`src/rtl/pmc_pkg.sv`:
```
package pmc_pkg;
  typedef enum logic [2:0] {
    PM_RESET   = 3'd0,
    PM_HIGH    = 3'd1,
    PM_MEDIUM  = 3'd2,
    PM_SLEEP   = 3'd3,
    PM_STANDBY = 3'd4
  } pm_mode_e;
endpackage

```
`src/rtl/pmc_sleep_decode.sv`:
```
module pmc_sleep_decode (
  input  logic sleep_i,
  input  logic stby_en_i,
  input  logic lson_i,
  input  logic wdt_pss_i,
  output logic go_sleep_o,
  output logic go_stby_o
);
  // The three control bits together pick the low-power target
  always_comb begin
    go_sleep_o = sleep_i && !lson_i && !stby_en_i;
    go_stby_o  = sleep_i && !lson_i &&  stby_en_i && !wdt_pss_i;
  end
endmodule

```
`src/rtl/pmc_mode_fsm.sv`:
```
module pmc_mode_fsm
  import pmc_pkg::*;
#(
  parameter int SEL_W = 3
) (
  input  logic             clk,
  input  logic             rst,
  input  logic             hard_rst_i,
  input  logic [SEL_W-1:0] div_sel_i,
  input  logic             bus_end_i,
  input  logic             go_sleep_i,
  input  logic             go_stby_i,
  input  logic             irq_int_i,
  input  logic             irq_ext_i,
  output pm_mode_e         mode_d_o,
  output pm_mode_e         mode_q_o,
  output logic [SEL_W-1:0] div_d_o,
  output logic [SEL_W-1:0] div_q_o
);
  pm_mode_e         mode_q;
  logic [SEL_W-1:0] div_q;
  pm_mode_e         mode_d;
  logic [SEL_W-1:0] div_d;
  pm_mode_e         run_mode;

  // Mode to resume after a wake-up, decided by the divider already applied
  always_comb run_mode = (div_q != '0) ? PM_MEDIUM : PM_HIGH;

  always_comb begin
    mode_d = mode_q;
    div_d  = div_q;
    if (hard_rst_i) begin
      mode_d = PM_RESET;
      div_d  = '0;
    end else begin
      unique case (mode_q)
        PM_RESET: begin
          mode_d = PM_HIGH;
          div_d  = '0;
        end
        PM_HIGH, PM_MEDIUM: begin
          if (go_sleep_i) begin
            mode_d = PM_SLEEP;
          end else if (go_stby_i) begin
            mode_d = PM_STANDBY;
          end else if (bus_end_i) begin
            div_d  = div_sel_i;
            mode_d = (div_sel_i != '0) ? PM_MEDIUM : PM_HIGH;
          end
        end
        PM_SLEEP: begin
          if (irq_int_i || irq_ext_i) mode_d = run_mode;
        end
        PM_STANDBY: begin
          if (irq_ext_i) mode_d = run_mode;
        end
        default: begin
          mode_d = PM_RESET;
          div_d  = '0;
        end
      endcase
    end
  end

  always_ff @(posedge clk) begin
    if (rst) begin
      mode_q <= PM_RESET;
      div_q  <= '0;
    end else begin
      mode_q <= mode_d;
      div_q  <= div_d;
    end
  end

  assign mode_d_o = mode_d;
  assign mode_q_o = mode_q;
  assign div_d_o  = div_d;
  assign div_q_o  = div_q;
endmodule

```
`src/rtl/pmc_clk_div.sv`:
```
module pmc_clk_div
  import pmc_pkg::*;
#(
  parameter int SEL_W     = 3,
  parameter int MAX_SHIFT = 5
) (
  input  logic             clk,
  input  logic             rst,
  input  pm_mode_e         mode_d_i,
  input  pm_mode_e         mode_q_i,
  input  logic [SEL_W-1:0] div_d_i,
  input  logic [SEL_W-1:0] div_q_i,
  output logic             bm_en_o,
  output logic             per_en_o
);
  localparam int CNT_W = (MAX_SHIFT < 1) ? 1 : MAX_SHIFT;

  logic [CNT_W-1:0] cnt_q;
  logic [CNT_W-1:0] cnt_d;
  logic [CNT_W-1:0] lim;
  logic             restart;
  logic             bm_q;
  logic             per_q;
  int unsigned      shift;

  // Larger selects saturate at the widest division
  always_comb begin
    shift = (int'(div_d_i) > MAX_SHIFT) ? MAX_SHIFT : int'(div_d_i);
    lim   = CNT_W'((32'd1 << shift) - 32'd1);
  end

  always_comb begin
    restart = (mode_d_i != mode_q_i) || (div_d_i != div_q_i);
    if (restart)
      cnt_d = '0;
    else if (cnt_q >= lim)
      cnt_d = '0;
    else
      cnt_d = cnt_q + 1'b1;
  end

  always_ff @(posedge clk) begin
    if (rst) begin
      cnt_q <= '0;
      bm_q  <= 1'b0;
      per_q <= 1'b0;
    end else begin
      cnt_q <= cnt_d;
      bm_q  <= (mode_d_i == PM_HIGH) ||
               ((mode_d_i == PM_MEDIUM) && (cnt_d == lim));
      per_q <= (mode_d_i == PM_HIGH) || (mode_d_i == PM_MEDIUM) ||
               (mode_d_i == PM_SLEEP);
    end
  end

  assign bm_en_o  = bm_q;
  assign per_en_o = per_q;
endmodule

```
`src/rtl/pwr_mode_ctrl.sv`:
```
module pwr_mode_ctrl
  import pmc_pkg::*;
#(
  parameter int SEL_W     = 3,
  parameter int MAX_SHIFT = 5
) (
  input  logic             clk,
  input  logic             rst,
  input  logic [SEL_W-1:0] div_sel_i,
  input  logic             stby_en_i,
  input  logic             lson_i,
  input  logic             wdt_pss_i,
  input  logic             sleep_i,
  input  logic             bus_end_i,
  input  logic             irq_int_i,
  input  logic             irq_ext_i,
  input  logic             ext_rst_i,
  input  logic             wdt_ovf_i,
  output logic             bm_clk_en_o,
  output logic             per_clk_en_o,
  output logic [2:0]       mode_o
);
  logic             go_sleep;
  logic             go_stby;
  logic             hard_rst;
  pm_mode_e         mode_d;
  pm_mode_e         mode_q;
  logic [SEL_W-1:0] div_d;
  logic [SEL_W-1:0] div_q;

  assign hard_rst = ext_rst_i || wdt_ovf_i;

  pmc_sleep_decode u_dec (
    .sleep_i    (sleep_i),
    .stby_en_i  (stby_en_i),
    .lson_i     (lson_i),
    .wdt_pss_i  (wdt_pss_i),
    .go_sleep_o (go_sleep),
    .go_stby_o  (go_stby)
  );

  pmc_mode_fsm #(.SEL_W(SEL_W)) u_fsm (
    .clk        (clk),
    .rst        (rst),
    .hard_rst_i (hard_rst),
    .div_sel_i  (div_sel_i),
    .bus_end_i  (bus_end_i),
    .go_sleep_i (go_sleep),
    .go_stby_i  (go_stby),
    .irq_int_i  (irq_int_i),
    .irq_ext_i  (irq_ext_i),
    .mode_d_o   (mode_d),
    .mode_q_o   (mode_q),
    .div_d_o    (div_d),
    .div_q_o    (div_q)
  );

  pmc_clk_div #(.SEL_W(SEL_W), .MAX_SHIFT(MAX_SHIFT)) u_div (
    .clk      (clk),
    .rst      (rst),
    .mode_d_i (mode_d),
    .mode_q_i (mode_q),
    .div_d_i  (div_d),
    .div_q_i  (div_q),
    .bm_en_o  (bm_clk_en_o),
    .per_en_o (per_clk_en_o)
  );

  assign mode_o = mode_q;
endmodule

```
`config.mk`:
```
export PLATFORM = sky130hd
export DESIGN_NAME = pwr_mode_ctrl
export DESIGN_NICKNAME = d
export VERILOG_FILES = /design/src/rtl/pmc_pkg.sv /design/src/rtl/pmc_sleep_decode.sv /design/src/rtl/pmc_mode_fsm.sv /design/src/rtl/pmc_clk_div.sv /design/src/rtl/pwr_mode_ctrl.sv
export SDC_FILE = /design/constraint.sdc
export NUM_CORES = 1
export LEC_CHECK = 0
export ABC_AREA = 0
export BUFFER_PORTS_ARGS = -buffer_cell sky130_fd_sc_hd__buf_4
export CORE_UTILIZATION = 50
export CTS_CLUSTER_DIAMETER = 30
export DETAILED_ROUTE_END_ITERATION = 8
export GPL_TIMING_DRIVEN = 0
export PLACE_DENSITY = 0.75
export REMOVE_ABC_BUFFERS = 1
export SLEW_MARGIN = 20
export SYNTH_ARGS = -nofsm -noshare
export SYNTH_HDL_FRONTEND = slang
export SYNTH_SLANG_ARGS = --single-unit
```
`constraint.sdc`:
```
create_clock -name clk -period 6.9 [get_ports clk]
set_input_delay 0.345 -clock clk [delete_from_list [all_inputs] [get_ports clk]]
set_output_delay 0.345 -clock clk [all_outputs]
set_load 0.01 [all_outputs]
```
# Word level (Yosys, flattened, before mapping)
# Cells that the tools add are included.
[word_totals]
reg_bits = 13
out_inout_bits = 5
word_cells = 56
[classes]
n_addsub = 2
order_cmp = 2
n_eq_ne = 10
shift = 1
n_mux = 17
reduce_logical = 19
[op_table]
columns = ["operator", "count"]
rows = [
  ["$mux W3", 11],
  ["$shl A1 B32 Y5 const A", 1],
  ["$eq A3 B2 Y1 const B", 4],
  ["$pmux W3 S4", 1],
  ["$mux W5", 2],
  ["$eq A3 B1 Y1 const B", 2],
  ["$logic_or A1 B1 Y1", 6],
  ["$ne A3 B3 Y1", 2],
  ["$pmux W3 S2", 1],
  ["$reduce_bool A3 Y1", 2],
  ["$add A5 B1 Y5 const B", 1],
  ["$eq A5 B5 Y1", 1],
  ["$ge A5 B5 Y1", 1],
  ["$logic_and A1 B1 Y1", 5],
  ["$sub A5 B1 Y5 const B", 1],
  ["$mux W2", 2],
  ["$reduce_or A2 Y1", 2],
  ["$eq A3 B3 Y1 const B", 1],
  ["$gt A3 B3 Y1 const B", 1],
  ["$logic_not A1 Y1", 3],
  ["$logic_not A3 Y1", 1],
]

# Longest topological paths before layout
# Gate-level depths: netlist (run 1).
[depth]
word_depth = 18
mapped_depth = 19
ltp_nobuf = 18

# Cells and area by module
# A second synthesis (run 1) with hierarchy kept.
[hier_totals]
cells_unflattened = 142
area_unflattened_um2 = 1204.9
[modules_own_cells]
columns = ["module", "n_inst", "cells_per_inst", "area_each_um2", "seq_area_each_um2"]
rows = [
  ["pmc_clk_div", 1, 71, 649.4, 140.1],
  ["pmc_mode_fsm", 1, 68, 529.3, 120.1],
  ["pmc_sleep_decode", 1, 2, 20.0, 0.0],
  ["pwr_mode_ctrl", 1, 1, 6.3, 0.0],
]

# Worst setup path before layout (run 1)
# No wires, ideal clock.
[synth_timing]
path_kind = "register to register"
start = "register u_fsm.mode_q[0] (netlist: u_fsm.mode_q_o[0])"
end = "register u_div.bm_q (netlist: u_div.bm_en_o)"
setup_ns = 0.126
t_arrival_ns = 3.716
required_ns = 6.774
setup_slack_ns = 3.058
stages_incl_launch_ff = 17
n_path_buf = 2
period_less_slack_ns = 3.842
cell_sequence = "dfxtp_1 clkbuf_1 clkbuf_1 maj3_1 a32oi_1 nand2_1 or3_1 ha_1 ha_1 a21o_1 a211oi_1 o22a_1 nand4_1 a211o_1 o31a_1 a31oi_1 a211oi_1"
[synth_via]
elab_chain_len = 14
word_cells_on_any_way = 31
[synth_rtl]
columns = ["item", "line_no", "rtl"]
rows = [
  ["start, declared", "pmc_mode_fsm.sv:20", "pm_mode_e mode_q;"],
  ["start signal, assigned", "pmc_mode_fsm.sv:70", "mode_q <= mode_d;"],
  ["$eq A3 B2 Y1 (tied with other cells)", "pmc_mode_fsm.sv:36", "unique case (mode_q)"],
  ["$reduce_or A2 Y1 (on tied branches)", "n/a", ""],
  ["$pmux W3 S2", "pmc_mode_fsm.sv:36", ""],
  ["$mux W3", "pmc_mode_fsm.sv:32", "if (hard_rst_i) begin"],
  ["$gt A3 B3 Y1", "pmc_clk_div.sv:28", "shift = (int'(div_d_i) > MAX_SHIFT) ? MAX_SHIFT : int'(div_d_i);"],
  ["$mux W3", "pmc_clk_div.sv:28", ""],
  ["$shl A1 B32 Y5", "pmc_clk_div.sv:29", "lim = CNT_W'((32'd1 << shift) - 32'd1);"],
  ["$sub A5 B1 Y5", "pmc_clk_div.sv:29", ""],
  ["$ge A5 B5 Y1", "pmc_clk_div.sv:36", "else if (cnt_q >= lim)"],
  ["$mux W5", "pmc_clk_div.sv:36", ""],
  ["$mux W5", "pmc_clk_div.sv:34", "if (restart)"],
  ["$eq A5 B5 Y1", "pmc_clk_div.sv:50", "((mode_d_i == PM_MEDIUM) && (cnt_d == lim));"],
  ["$logic_and A1 B1 Y1", "pmc_clk_div.sv:50", ""],
  ["$logic_or A1 B1 Y1 (*)", "pmc_clk_div.sv:49", "bm_q <= (mode_d_i == PM_HIGH) ||"],
  ["end signal, assigned", "pmc_clk_div.sv:49", ""],
  ["end, declared", "pmc_clk_div.sv:22", "logic bm_q;"],
]
# Every way passes the cells marked *; elsewhere a longest branch is shown, timed or not.
# A chain may end at the register's enable or synchronous reset.

# Worst setup path in the final report (run 1)
# Ends and elaborated chain as after synthesis.

==> results of run 1 <==
==> cell usage after synthesis, types with 5 or more instances <==
| cell | count | area share |
|---|---|---|
| a211oi_1 | 5 | 0.029 |
| a21oi_1 | 8 | 0.030 |
| dfxtp_1 | 13 | 0.20 |
| ha_1 | 7 | 0.067 |
| inv_1 | 12 | 0.034 |
| nand2_1 | 10 | 0.029 |
| nor2_1 | 17 | 0.048 |
| nor3_1 | 9 | 0.034 |
| o21ai_0 | 10 | 0.038 |
| or3_1 | 6 | 0.029 |
==> where the power goes <==
part	switching [mW]	total, mW	leakage (nW)	internal, mW
logic	0.0186	0.0341	0.437	0.0154
clock network	0.0271	0.0497	0.0150	0.0225
registers	0.00213	0.0781	0.105	0.0760
total	0.0479	0.162	0.557	0.114
==> worst max-delay path by stage <==
stage / startpoint / end / slack (ns)
6_report: u_fsm.mode_q_o[0]$_SDFF_PP0_ / u_div.bm_en_o$_SDFF_PP0_ / 2.29
5_1_grt: u_fsm.mode_q_o[0]$_SDFF_PP0_ / u_div.bm_en_o$_SDFF_PP0_ / 1.87
4_1_cts: u_fsm.mode_q_o[0]$_SDFF_PP0_ / u_div.bm_en_o$_SDFF_PP0_ / 2.34
3_5_place_dp: u_fsm.mode_q_o[0]$_SDFF_PP0_ / u_div.bm_en_o$_SDFF_PP0_ / 2.38
3_3_place_gp: u_fsm.mode_q_o[0]$_SDFF_PP0_ / u_div.bm_en_o$_SDFF_PP0_ / 2.47
2_1_floorplan: u_fsm.mode_q_o[0]$_SDFF_PP0_ / u_div.bm_en_o$_SDFF_PP0_ / 3.04
==> state kept, by name, summed over array words and instances (netlist names) <==
signal and count:
u_fsm.mode_q_o 3, u_div.per_en_o 1, u_div.cnt_q 5, u_div.bm_en_o 1
u_fsm.div_q_o 3
==> layer usage <==
metal / global-route usage / vias up / wire (um)
met5: 0 / - / 0
met3: 0.0517 / 10 / 289
met2: 0.479 / 78 / 1710
met4: 0.145 / 0 / 80
li1: - / 707 / -
met1: 0.311 / 679 / 1460
==> metrics by stage <==
stage | area [um^2] | setup WS (ns) | hold slack, ns
2_1_floorplan | 1280 | 3.04 | 0.414
3_3_place_gp | 1450 | 2.47 | 0.480
3_5_place_dp | 1450 | 2.38 | 0.483
4_1_cts | 1480 | 2.34 | 0.269
5_1_grt | 1480 | 1.87 | 0.273
6_report | 1480 | 2.29 | 0.265
==> kinds of logic (layout without fill, tap and decap cells) <==
family                     Yosys count  count (layout)  share of synthesized area
and+or+nand+nor                     72              72                      0.295
AOI/OAI and AO/OA                   60              60                      0.336
buffers and inverters               20              34                     0.0637
DFF                                 13              13                      0.198
adders and majority gates            8               8                     0.0741
xor gates and xnor gates             4               4                     0.0266
muxes                                1               1                    0.00760
==> area by class of cell <==
| class | count | share of cell area |
|---|---|---|
| Inverter | 12 | 0.0305 |
| Clock buffer | 4 | 0.0178 |
| Timing Repair Buffer | 18 | 0.0915 |
| Sequential cell | 13 | 0.176 |
| Tap cell | 30 | 0.0254 |
| Multi-Input combinational cell | 145 | 0.658 |
==> impl_metrics.json, run 1 <==
{
  "worstMarginPinSlew_ns": 0.744,
  "min_period_ns": 4.61,
  "ys.flop_type": "dfxtp_1",
  "die_h_um": 53.3,
  "antenna_found_initial": 0,
  "multiInputGateArea_um2": 972,
  "finClkSkew_ns": 0.00566,
  "syn-mean-instance-area_um2": 7.39,
  "hold_buffers": 0,
  "fin_nets": 214,
  "cp_max_fo": 22,
  "r2r_slack_ns": 2.29,
  "max_freq_ghz": 0.217,
  "drtAntennaViolNets": 0,
  "max_stage_delay_ns": 0.78,
  "async_reset_ff_frac": 0,
  "rsz0062_at_grt": "no",
  "cp.depth": 15,
  "post-cts-setup-buffers": 0,
  "cts_tree": "built",
  "setup_viol_count_final": 0,
  "grt_pass1_wl_mm": 5.65,
  "clk_pin_slew_ns": 0.08,
  "grt_pass1_vias": 1331,
  "place.gp.congestion": 0.945,
  "r2r_start": "u_fsm.mode_q_o[0]$_SDFF_PP0_",
  "power_uw": 162,
  "crit_type": "register to register",
  "synth_cells": 178,
  "final_common_cell": "buf_4",
  "mostFrequentLayoutCells": "buf_4 (18), nor2_1 (17), dfxtp_1 (13)",
  "cts_buffers": 3,
  "peakVddDrop_mv": 0.102,
  "synthesis.area_um2": 1320,
  "crit_path_top_delay_cell": "dfxtp_1",
  "ys_seq_area_frac": 0.198,
  "drc": 0,
  "clk_latency_ns": 0.29,
  "drt_iter0_drc": 77,
  "utilization": 0.596,
  "hpwl_mm": 2.68,
  "path_buf_inv": 0,
  "crit_path_cell_trace": "nor2b_1 -> o2111ai_1 -> a21oi_1 -> o31ai_1 -> or3_1 -> ha_1 -> ha_1 -> a21o_1 -> a211oi_1 -> o22a_1 -> nand4_1 -> a211o_1 -> a21o_1 -> a311oi_1 -> a211oi_1",
  "hold_class": "input pin to register",
  "max_slew_margin": 0.499,
  "fp.dieArea_um2": 2840,
  "r2r_end": "u_div.bm_en_o$_SDFF_PP0_",
  "grt_max_degree": 23,
  "final.setup.tns_ns": 0,
  "htreeDepth": 1,
  "drv_slew": 0,
  "dr.pass1.iters": 7,
  "r2r_cells": 15,
  "synth.distinct_cells": 57,
  "rows": 18,
  "status": "finished clean",
  "end_kind": "register",
  "worstSetupStartpointType": "register",
  "max_cap_viol_count": 0,
  "critPathRequiredTime_ns": 7.07,
  "final_cells": 222,
  "placedCellCount": 218,
  "post_cts_resize_count": 0,
  "ioPinCount": 19,
  "crit_arrival_ns": 4.78,
  "hold_viol": 0,
  "initial_core_util": 0.531,
  "via_per_inst": 6.64,
  "p_leak_nw": 0.557,
  "regArea_um2": 260,
  "synthToLayoutAreaGrowth_pct": 12.2,
  "cts_buffer_depth": 2,
  "cellPowerDensity_nw_per_um2": 110,
  "io_buffers": 18,
  "via_count": 1474,
  "synth-edff-count": 0,
  "wl_mm": 3.54,
  "synth-warning-count": 0,
  "worstHoldStart": "rst",
  "die_w_um": 53.3,
  "grt-ovfl-total": 0,
  "min_period_over_period": 0.669,
  "coreArea_um2": 2480,
  "ys_ff_latch": 13,
  "fillers": 247,
  "grt_usage": 0.275,
  "cts_root_buf": "clkbuf_4",
  "drive_gt1_frac": 0.156,
  "hold_depth": 2,
  "worst_hold_path.endpoint": "u_fsm.div_q_o[1]$_SDFF_PP0_",
  "cp_top_family": "compound AO/OA/AOI/OAI gates",
  "clock_sink_count": 13,
  "wl_per_cell_um": 15.9,
  "n_antenna_cell": 0
}
(Power assumes the default switching activity.)
==> run 2: changes to the inputs <==
==> constraint.sdc (replaced) <==
create_clock -name clk -period 4.77 [get_ports clk]
set_input_delay 0.2385 -clock clk [delete_from_list [all_inputs] [get_ports clk]]
set_output_delay 0.2385 -clock clk [all_outputs]
set_load 0.01 [all_outputs]
==> impl_metrics.json, run 2 (synthesis results as in run 1) <==
{
  "status": "finished clean",
  "rows": 18,
  "ioPinCount": 19,
  "die_w_um": 53.3,
  "r2r_end": "u_div.bm_en_o$_SDFF_PP0_",
  "antenna_found_initial": 0,
  "critPathRequiredTime_ns": 4.94,
  "die_h_um": 53.3,
  "regArea_um2": 263,
  "grt-ovfl-total": 0,
  "min_period_over_period": 0.916,
  "htreeDepth": 1,
  "mostFrequentLayoutCells": "buf_4 (18), nor2_1 (17), inv_1 (12)",
  "dr.pass1.iters": 6,
  "io_buffers": 18,
  "crit_arrival_ns": 4.54,
  "min_period_ns": 4.37,
  "place.gp.congestion": 0.945,
  "cts_root_buf": "clkbuf_4",
  "hold_viol": 0,
  "largest_register_ffs": 5,
  "fillers": 243,
  "r2r_start": "u_fsm.mode_q_o[0]$_SDFF_PP0_",
  "hold_class": "input pin to register",
  "initial_core_util": 0.531,
  "coreArea_um2": 2480,
  "fp.dieArea_um2": 2840,
  "hold_depth": 2,
  "finClkSkew_ns": 0.00537,
  "grt_max_degree": 23,
  "grt_usage": 0.275,
  "clock_sink_count": 13,
  "wl_per_cell_um": 15.9,
  "crit_type": "register to register",
  "max_slew_margin": 0.492,
  "max_cap_viol_count": 0,
  "wl_mm": 3.53,
  "drive_gt1_frac": 0.172,
  "fin_nets": 214,
  "r2r_cells": 16,
  "final_common_cell": "buf_4",
  "final.setup.tns_ns": 0,
  "setup_viol_count_final": 0,
  "synthToLayoutAreaGrowth_pct": 12.5,
  "r2r_slack_ns": 0.40,
  "cp_max_fo": 22,
  "drv_slew": 0,
  "hpwl_mm": 2.68,
  "worstMarginPinSlew_ns": 0.753,
  "cts_buffers": 3,
  "end_kind": "register",
  "cellPowerDensity_nw_per_um2": 158,
  "clk_latency_ns": 0.29,
  "cts_buffer_depth": 2,
  "grt_pass1_vias": 1331,
  "drc": 0,
  "p_leak_nw": 0.559,
  "cts_tree": "built",
  "rsz0062_at_grt": "no",
  "worstSetupStartpointType": "register",
  "grt_pass1_wl_mm": 5.65,
  "worst_hold_path.endpoint": "u_fsm.div_q_o[1]$_SDFF_PP0_",
  "max_freq_ghz": 0.229,
  "worstHoldStart": "rst",
  "n_antenna_cell": 0,
  "drt_iter0_drc": 68,
  "drtAntennaViolNets": 0,
  "multiInputGateArea_um2": 975,
  "via_count": 1469,
  "via_per_inst": 6.62,
  "power_uw": 234,
  "peakVddDrop_mv": 0.148,
  "clk_pin_slew_ns": 0.08,
  "regMostFlops": "u_div.cnt_q"
}
==> run 2: cell types whose count changed in the layout (fill, tap and decap cells not counted) <==
cell,before,now
dfxtp_1,13,11
dfxtp_2,0,2
nor2b_1,3,2
nor2b_2,0,1
==> run 2: final cells by class <==
cell class | count | area share
inverters | 12 | 0.0304
well taps | 30 | 0.0253
clock buffers | 4 | 0.0177
repair buffers | 18 | 0.0912
flip-flops and latches | 13 | 0.177
multi-input cells | 145 | 0.658
==> run 2: timing repair <==
item / in CTS / in global routing
buffers inserted: 0 / 0
gates resized for setup: 0 / 3
hold buffers: 0 / 0
endpoints found under the setup margin: 0 / 6
==> run 2: worst max path at each step <==
| stage | from | end | slack (ns) | depth (start not counted) |
|---|---|---|---|---|
| 3_3_place_gp | u_fsm.mode_q_o[0]$_SDFF_PP0_ | u_div.bm_en_o$_SDFF_PP0_ | 0.34 | 15 |
| 6_report | u_fsm.mode_q_o[0]$_SDFF_PP0_ | u_div.bm_en_o$_SDFF_PP0_ | 0.40 | 16 |
| 5_1_grt | u_fsm.mode_q_o[1]$_SDFF_PP0_ | u_div.bm_en_o$_SDFF_PP0_ | 0.06 | 16 |
| 4_1_cts | u_fsm.mode_q_o[0]$_SDFF_PP0_ | u_div.bm_en_o$_SDFF_PP0_ | 0.21 | 15 |
| 2_1_floorplan | u_fsm.mode_q_o[0]$_SDFF_PP0_ | u_div.bm_en_o$_SDFF_PP0_ | 0.91 | 15 |
| 3_5_place_dp | u_fsm.mode_q_o[0]$_SDFF_PP0_ | u_div.bm_en_o$_SDFF_PP0_ | 0.25 | 15 |
==> run 2: power breakdown <==
group	switching [mW]	leakage, nW	internal, mW
registers	0.00304	0.106	0.110
clock network	0.0394	0.0150	0.0326
logic	0.0269	0.438	0.0224
total	0.0694	0.559	0.165
==> run 2: metrics by stage <==
step	utilization	worst slack (ns)	hold slack (ns)	area (um^2)	instances
4_1_cts	0.596	0.212	0.162	1480	222
3_5_place_dp	0.585	0.250	0.463	1450	218
3_3_place_gp	0.585	0.336	0.459	1450	218
2_1_floorplan	-	0.906	0.308	1280	170
6_report	0.598	0.399	0.160	1480	222
5_1_grt	0.598	0.0626	0.166	1480	222
==> run 2: per-layer routing <==
| layer | routed length, um | share of wire | GRT usage |
|---|---|---|---|
| met2 | 1740 | 0.49 | 0.479 |
| met3 | 258 | 0.073 | 0.0517 |
| met4 | 85 | 0.024 | 0.145 |
| met5 | 0 | 0 | 0 |
| met1 | 1440 | 0.41 | 0.311 |
==> run 2: critical path, stage by stage, from the launching register on <==
cell      delay [ns]
dfxtp_2         0.44
a211oi_1        0.43
mux2i_1         0.15
o41ai_2         0.70
nor2_1          0.15
inv_1           0.12
ha_1            0.16
xor2_1          0.25
inv_1           0.08
ha_1            0.28
a211oi_1        0.29
o22a_1          0.20
nand4_1         0.09
a211o_1         0.34
a21o_1          0.19
a311oi_1        0.28
a211oi_1        0.10
